==> config.mk <==
export PLATFORM = sky130hd
export DESIGN_NAME = dirAddrGen
export DESIGN_NICKNAME = d
export VERILOG_FILES = /design/src/rtl/dag_pkg.sv /design/src/rtl/dagCtrl.sv /design/src/rtl/dagDatapath.sv /design/src/rtl/dirAddrGen.sv
export SDC_FILE = /design/constraint.sdc
export NUM_CORES = 1
export LEC_CHECK = 0
export BUFFER_PORTS_ARGS = -buffer_cell sky130_fd_sc_hd__buf_4
export CAP_MARGIN = 15
export CORE_MARGIN = 3
export CORE_UTILIZATION = 49
export DETAILED_ROUTE_END_ITERATION = 10
export GPL_ROUTABILITY_DRIVEN = 1
export PLACE_DENSITY = 0.77
export SYNTH_ARGS = -nofsm -noshare
export SYNTH_HDL_FRONTEND = slang
export SYNTH_SLANG_ARGS = --single-unit
==> constraint.sdc <==
create_clock -name clk -period 2.38 [get_ports clk]
set_input_delay 0.476 -clock clk [delete_from_list [all_inputs] [get_ports clk]]
set_output_delay 0.476 -clock clk [all_outputs]
set_load 0.02 [all_outputs]
==> src/rtl/dag_pkg.sv <==
package dag_pkg;

  // Strobes from the control decode to the datapath, one accepted operation per cycle
  typedef struct packed {
    logic takeMmr;     // MMR direct access, zero base
    logic takePush;    // pre-decrement and issue
    logic takePop;     // issue and post-increment
    logic takeDirect;  // page- or stack-relative direct access
    logic stackBase;   // base select for takeDirect
    logic ldDp;        // page pointer load accepted
    logic ldSp;        // stack pointer load accepted
    logic anyTake;     // an address is issued this cycle
  } ctrlStrobeT;

endpackage

==> src/rtl/dagCtrl.sv <==
module dagCtrl
  import dag_pkg::*;
(
  input  logic       reqValid,
  input  logic       cplMode,
  input  logic       mmrMode,
  input  logic       pushReq,
  input  logic       popReq,
  input  logic       dpLoadEn,
  input  logic       spLoadEn,
  output ctrlStrobeT strb
);

  logic mmrHit;
  logic stackOp;

  always_comb begin
    mmrHit  = reqValid & mmrMode;
    stackOp = (pushReq | popReq) & ~mmrHit;

    strb.takeMmr    = mmrHit;
    strb.takePush   = pushReq & ~mmrHit;
    strb.takePop    = popReq & ~pushReq & ~mmrHit;
    strb.takeDirect = reqValid & ~mmrMode & ~pushReq & ~popReq;
    strb.stackBase  = cplMode;
    strb.ldDp       = dpLoadEn & ~mmrHit;
    strb.ldSp       = spLoadEn & ~mmrHit & ~stackOp;
    strb.anyTake    = mmrHit | stackOp | strb.takeDirect;
  end

endmodule

==> src/rtl/dagDatapath.sv <==
module dagDatapath
  import dag_pkg::*;
#(
  parameter int ADDR_W = 16,
  parameter int OFS_W  = 7
) (
  input  logic                      clk,
  input  logic                      rst,
  input  ctrlStrobeT                strb,
  input  logic [OFS_W-1:0]          dirOffset,
  input  logic [ADDR_W-OFS_W-1:0]   dpLoadVal,
  input  logic [ADDR_W-1:0]         spLoadVal,
  output logic                      addrValid,
  output logic [ADDR_W-1:0]         effAddr,
  output logic [ADDR_W-OFS_W-1:0]   dpOut,
  output logic [ADDR_W-1:0]         spOut
);

  localparam int PAGE_W = ADDR_W - OFS_W;
  localparam logic [ADDR_W-1:0] ONE = ADDR_W'(1);

  logic [PAGE_W-1:0] dpQ;
  logic [ADDR_W-1:0] spQ;
  logic [ADDR_W-1:0] spDec;
  logic [ADDR_W-1:0] spInc;
  logic [ADDR_W-1:0] ofsExt;
  logic [ADDR_W-1:0] pageAddr;
  logic [ADDR_W-1:0] stackAddr;
  logic [ADDR_W-1:0] nextAddr;
  logic [ADDR_W-1:0] validAddrQ;
  logic              validQ;

  always_comb begin
    ofsExt    = {{PAGE_W{1'b0}}, dirOffset};
    spDec     = spQ - ONE;
    spInc     = spQ + ONE;
    pageAddr  = {dpQ, dirOffset};
    stackAddr = spQ + ofsExt;
    if (strb.takeMmr)         nextAddr = ofsExt;
    else if (strb.takePush)   nextAddr = spDec;
    else if (strb.takePop)    nextAddr = spQ;
    else if (strb.stackBase)  nextAddr = stackAddr;
    else                      nextAddr = pageAddr;
  end

  always_ff @(posedge clk) begin
    if (rst) begin
      spQ        <= '0;
      dpQ        <= '0;
      validQ     <= 1'b0;
      validAddrQ <= '0;
    end else begin
      if (strb.takePush)      spQ <= spDec;
      else if (strb.takePop)  spQ <= spInc;
      else if (strb.ldSp)     spQ <= spLoadVal;
      if (strb.ldDp)          dpQ <= dpLoadVal;
      validQ <= strb.anyTake;
      if (strb.anyTake)       validAddrQ <= nextAddr;
    end
  end

  assign addrValid = validQ;
  assign effAddr   = validAddrQ;
  assign dpOut     = dpQ;
  assign spOut     = spQ;

endmodule

==> src/rtl/dirAddrGen.sv <==
module dirAddrGen
  import dag_pkg::*;
#(
  parameter int ADDR_W = 16,
  parameter int OFS_W  = 7
) (
  input  logic                    clk,
  input  logic                    rst,
  input  logic                    reqValid,
  input  logic                    cplMode,
  input  logic                    mmrMode,
  input  logic [OFS_W-1:0]        dirOffset,
  input  logic                    pushReq,
  input  logic                    popReq,
  input  logic                    dpLoadEn,
  input  logic [ADDR_W-OFS_W-1:0] dpLoadVal,
  input  logic                    spLoadEn,
  input  logic [ADDR_W-1:0]       spLoadVal,
  output logic                    addrValid,
  output logic [ADDR_W-1:0]       effAddr,
  output logic [ADDR_W-OFS_W-1:0] dpOut,
  output logic [ADDR_W-1:0]       spOut
);

  ctrlStrobeT strb;

  dagCtrl ctrl_i (
    .reqValid (reqValid),
    .cplMode  (cplMode),
    .mmrMode  (mmrMode),
    .pushReq  (pushReq),
    .popReq   (popReq),
    .dpLoadEn (dpLoadEn),
    .spLoadEn (spLoadEn),
    .strb     (strb)
  );

  dagDatapath #(
    .ADDR_W (ADDR_W),
    .OFS_W  (OFS_W)
  ) dp_i (
    .clk       (clk),
    .rst       (rst),
    .strb      (strb),
    .dirOffset (dirOffset),
    .dpLoadVal (dpLoadVal),
    .spLoadVal (spLoadVal),
    .addrValid (addrValid),
    .effAddr   (effAddr),
    .dpOut     (dpOut),
    .spOut     (spOut)
  );

endmodule

After elaboration in Yosys (flattened, before gate mapping)

Cells that the tools add are included.

Bits in registers: 42

Add/subtract/negate cells: 3
Mux-type cells: 7
Bitwise operators: 19
Reduce and logical (&&, ||, !) cells: 1

Operators by type and width:

| cell                                                | number |
|---|---|
| two-way mux 16 bit                                  | 7 |
| adder 16 x 1 -> 16 bit (second input constant)      | 1 |
| adder 16 x 7 -> 16 bit                              | 1 |
| subtractor 16 x 1 -> 16 bit (second input constant) | 1 |
| bitwise AND 1 bit                                   | 11 |
| inverter 1 bit                                      | 5 |
| bitwise OR 1 bit                                    | 3 |
| nonzero test 3 bit                                  | 1 |

Logic depth before layout (Yosys ltp)

Depth in word-level cells: 8
Gate-level depth with buffers: 9
Gate-level depth less buffers: 7

Hierarchy

Synthesis repeated with hierarchy kept, for this count alone.

Cells, all modules: 461
Area, all modules: 3316.9 um^2

By module, submodules not included:

| module      | times used | cells an instance | area an instance (um^2) | seq. area each (um^2) |
|---|---|---|---|---|
| dagDatapath | 1          | 450               | 3245.6                  | 840.8 |
| dagCtrl     | 1          | 11                | 71.3                    | 0.0 |

Least setup slack after synthesis

No wires, ideal clock.

Path type: reg-to-reg
Start: register dp_i.spQ[0], in the netlist dp_i.spOut[0]
End: register dp_i.spQ[8], in the netlist dp_i.spOut[8]
Setup time: 0.119 ns
Arrival: 2.206 ns
Data required time: 2.261 ns
Path slack: 0.055 ns
Stages on the path, launching flop included: 10
Path buffers: 2
Clock period less this slack: 2.325 ns
Cells stage by stage: dfxtp_1 -> clkbuf_1 -> inv_1 -> ha_1 -> or3b_1 -> clkbuf_1 -> o41a_1 -> o21ai_1 -> a31oi_1 -> o221a_2

Cells in the longest elaborated chain, start to end: 3
Elaborated cells on any way between the ends: 4
Those cells by class: 2 x add/sub; 2 x mux

Ends and longest elaborated chain:

| element                | RTL line          | text |
|---|---|---|
| from (decl)            | dagDatapath.sv:23 | `logic [ADDR_W-1:0] spQ;` |
| from (signal assigned) | dagDatapath.sv:53 | `if (strb.takePush) spQ <= spDec;` |
| from (signal assigned) | dagDatapath.sv:54 | `else if (strb.takePop) spQ <= spInc;` |
| from (signal assigned) | dagDatapath.sv:55 | `else if (strb.ldSp) spQ <= spLoadVal;` |
| adder 16 x 1 -> 16 bit | dagDatapath.sv:36 | `spInc = spQ + ONE;` |
| two-way mux 16 bit     | dagDatapath.sv:54 |  |
| two-way mux 16 bit *   | dagDatapath.sv:53 |  |

Mark *: on every way between the ends. The rest lies on a longest branch, timed or not.
A chain may end at the register's enable or synchronous reset.

Final worst setup path

Start: register dp_i.spQ[3], in the netlist dp_i.spOut[3]
End: register dp_i.validAddrQ[12], in the netlist dp_i.effAddr[12]

Cells in the longest elaborated chain, start to end: 5
Elaborated cells on any way between the ends: 6
Those cells by class: 2 x add/sub; 4 x mux

Ends and longest elaborated chain:

| element                | RTL line          | text |
|---|---|---|
| adder 16 x 7 -> 16 bit | dagDatapath.sv:38 | `stackAddr = spQ + ofsExt;` |
| two-way mux 16 bit     | dagDatapath.sv:42 | `else if (strb.stackBase) nextAddr = stackAddr;` |
| two-way mux 16 bit     | dagDatapath.sv:41 | `else if (strb.takePop) nextAddr = spQ;` |
| two-way mux 16 bit *   | dagDatapath.sv:40 | `else if (strb.takePush) nextAddr = spDec;` |
| two-way mux 16 bit *   | dagDatapath.sv:39 | `if (strb.takeMmr) nextAddr = ofsExt;` |
| to (signal assigned)   | dagDatapath.sv:58 | `if (strb.anyTake) validAddrQ <= nextAddr;` |
| to (decl)              | dagDatapath.sv:30 | `logic [ADDR_W-1:0] validAddrQ;` |

Marked as above.

==> results.ini <==
[pwr]
pwr-share-seq_pct=34.2
leakage_nw=1.874
switching_power_mw=1.009
pwr-share-clk_pct=20.8
intPower_mw=1.477
peakVddDrop_mv=0.3131
total_power_mw=2.486
power_density_mw_per_mm2=550.8
p_comb_share_pct=45.0
p_sw_share_pct=40.57

[finish]
fillers=579
area_delta_synth_final_pct=31.74
final_common_cell=buf_4
drive_above_1_share_pct=27.13
mostFrequentLayoutCells=137 x buf_4, 65 x nand2_1, 49 x a21oi_1
fin_nets=636
diodes=0

[synthesis]
synth_area_sq_mm=0.003426
synthTopCellsByArea=dfxtp_1 25%, a21oi_1 7.2%, nand2_1 7.1%
yosys.area.top_type=dfxtp_1
yosys.area_share.simple_pct=25.27
async_reset_ff_share_pct=0
syn_area_per_cell_sq_um=7.137
netlist_instances=480
ys_seq_elements=42
synth_compound_area_share_pct=34.51
synth_top_family_by_area=compound AO/OA/AOI/OAI gates
syn_nets=531
synthAdderAreaFrac_pct=3.871
ys_warn_count=0
ys_seq_area_share_pct=24.54
synthFlopType=dfxtp_1
synth_cell_types=67
synthMuxAreaShare_pct=1.753
synth_xor_area_share_pct=3.835
yosysTopAreaCellShare_pct=24.54
synth_enable_flop_cells=0

[die]
design.die.area_sq_mm=0.008031
fp.dieW_microns=89.62
die_h_microns=89.62
ioPinCount=83
start_util_pct=52.16
coreArea_sq_mm=0.006568
row_count=29

[grt]
grt_max_degree=21
grt_pass1_wl_microns=21500
grt_usage_pct=35.34
grt.overflow.total=0
antenna_found_initial=0
grt_pass1_vias=4184

[placement]
dp_hpwl_microns=10360
port_buffers=82
routabilityCongestion=1.087

[clocking]
ctsHoldBuffers=0
clk_pin_slew_ns=0.09
postCtsSetupRepairBufs=0
htree_levels=2
clkLatencyLatePin_ns=0.31
cts_tree=done
cts_sinks=42
cts.repair.resized=0
ctsLongestPathBuffers=2
clockRootBuffer=clkbuf_8
numCtsBuffers=5

[sta]
tightest_slew_ns=0.6984
setup-tns-final_ns=0
hold_viol=0
rsz0062_at_grt=true
max_freq_mhz=433.2
setup_violations=0
fin_worst_skew_ns=0.007228
slew_headroom_pct=53.44
slew_violations=0
period_share_pct=97.00
post-route-min-period_ns=2.309

[hold_path]
hold_class=input port to register

[critical_path]
path_max_fanout=12
r2r_end=dp_i.effAddr[12]$_SDFFE_PP0P_
r2r-start=dp_i.spOut[3]$_SDFFE_PP0P_
setup.worst_path.class=register to register
regToRegSetupSlack_ns=0.07
r2r_cells=6
endpoint=dp_i.effAddr[12]$_SDFFE_PP0P_
worstPathArrival_ns=2.51
endpoint_kind=register
worst_setup_path_start_kind=register
critPathRequiredTime_ns=2.58
startpoint=dp_i.spOut[3]$_SDFFE_PP0P_

[detailed_routing]
first_pass_iters=7
drt_iter0_drc=593
avgViaCountPerCell=6.661
drc=0
wl_per_cell_microns=20.49
via_count=4523
finalWirelength_microns=13910
postRouteAntennaNets=0

[status]
outcome=finished, final reports clean

[job]
cap_violations=0

-- metrics by stage --
| step | setup slack (ns) | cell area [sq um] | utilization [%] | hold WS [ns] | instances |
|---|---|---|---|---|---|
| 2_1_floorplan | 0.05535 | 3426 | - | 0.5299 | 480 |
| 3_3_place_gp | -0.02030 | 4418 | 67.27 | 0.4370 | 671 |
| 3_5_place_dp | -0.06828 | 4418 | 67.27 | 0.4452 | 671 |
| 4_1_cts | 0.1212 | 4513 | 68.72 | 0.4065 | 679 |
| 5_1_grt | -0.01265 | 4513 | 68.72 | 0.4188 | 679 |
| 6_report | 0.07145 | 4513 | 68.72 | 0.4092 | 679 |
-- cell families (layout without fill, tap and decap cells) --
family / count (synthesis) / count (layout)
compound gates: 175 / 175
flops: 42 / 42
simple gates: 177 / 177
buf+inv: 55 / 161
mux: 6 / 6
fa+ha+maj: 10 / 10
xor+xnor: 15 / 15
-- flip-flops by register name, summed over array words and instances (netlist names) --
register,count
dp_i.effAddr,16
dp_i.spOut,16
dp_i.dpOut,9
dp_i.addrValid,1
-- routing by layer --
metal | wire length [microns] | up-vias | track usage [%]
met2 | 5987 | 388 | 53.46
li1 | - | 2027 | -
met5 | 0 | - | 0
met4 | 487 | 0 | 14.21
met1 | 5609 | 2047 | 49.25
met3 | 1828 | 61 | 6.752
-- how the worst min path moves through the flow --
stage | startpoint | end | slack [ns] | cells past startpoint
2_1_floorplan | dp_i.effAddr[15]$_SDFFE_PP0P_ | dp_i.effAddr[15]$_SDFFE_PP0P_ | 0.53 | 2
3_3_place_gp | dp_i.effAddr[9]$_SDFFE_PP0P_ | dp_i.effAddr[9]$_SDFFE_PP0P_ | 0.44 | 2
3_5_place_dp | dp_i.effAddr[15]$_SDFFE_PP0P_ | dp_i.effAddr[15]$_SDFFE_PP0P_ | 0.45 | 2
4_1_cts | dpLoadVal[8] | dp_i.dpOut[8]$_SDFFE_PP0P_ | 0.41 | 3
5_1_grt | dpLoadVal[5] | dp_i.dpOut[5]$_SDFFE_PP0P_ | 0.42 | 3
6_report | dpLoadVal[3] | dp_i.dpOut[3]$_SDFFE_PP0P_ | 0.41 | 3
-- power groups by stage --
stage / clock network [mW] / registers (mW) / logic, mW
after global routing: 0.544 / 0.859 / 1.19
after detailed placement: 0 / 0.862 / 1.08
after floorplan: 0 / 0.913 / 0.569
final: 0.518 / 0.850 / 1.12
after CTS: 0.518 / 0.846 / 1.09
after global placement: 0 / 0.859 / 1.07
-- cell type report --
class                   instances  area, sq um  area share [%]
clock buffers                   6        82.58           1.830
clock inverters                 2        12.51          0.2772
inverters                      16        60.06           1.331
multi-input cells             383         2372           52.56
flip-flops and latches         42        840.8           18.63
well taps                      93        116.4           2.578
repair buffers                137         1028           22.79
-- critical path, cell delays in order, from the launching register on --
cell and delay [ns]:
dfxtp_1 0.59, ha_1 0.31, o21ai_0 0.19, o21ai_1 0.53
a31o_2 0.25, a31oi_1 0.08, a221o_1 0.26
-- cell usage after synthesis, drive strengths merged, types with 5 or more instances --
library cell  number
a31oi              6
o31ai              7
nand2             65
xnor2             12
a21o               8
a32oi              6
clkbuf            33
a21oi             49
a221oi             5
buf                6
a211oi             6
nand3             17
nor3              12
o221a              5
ha                 9
nor4               8
nand2b             5
nand4             12
inv               14
o21ai             30
o211ai            10
mux2i              6
dfxtp             42
o22ai              6
nor2              32
Power figures use the tool's default switching activity.
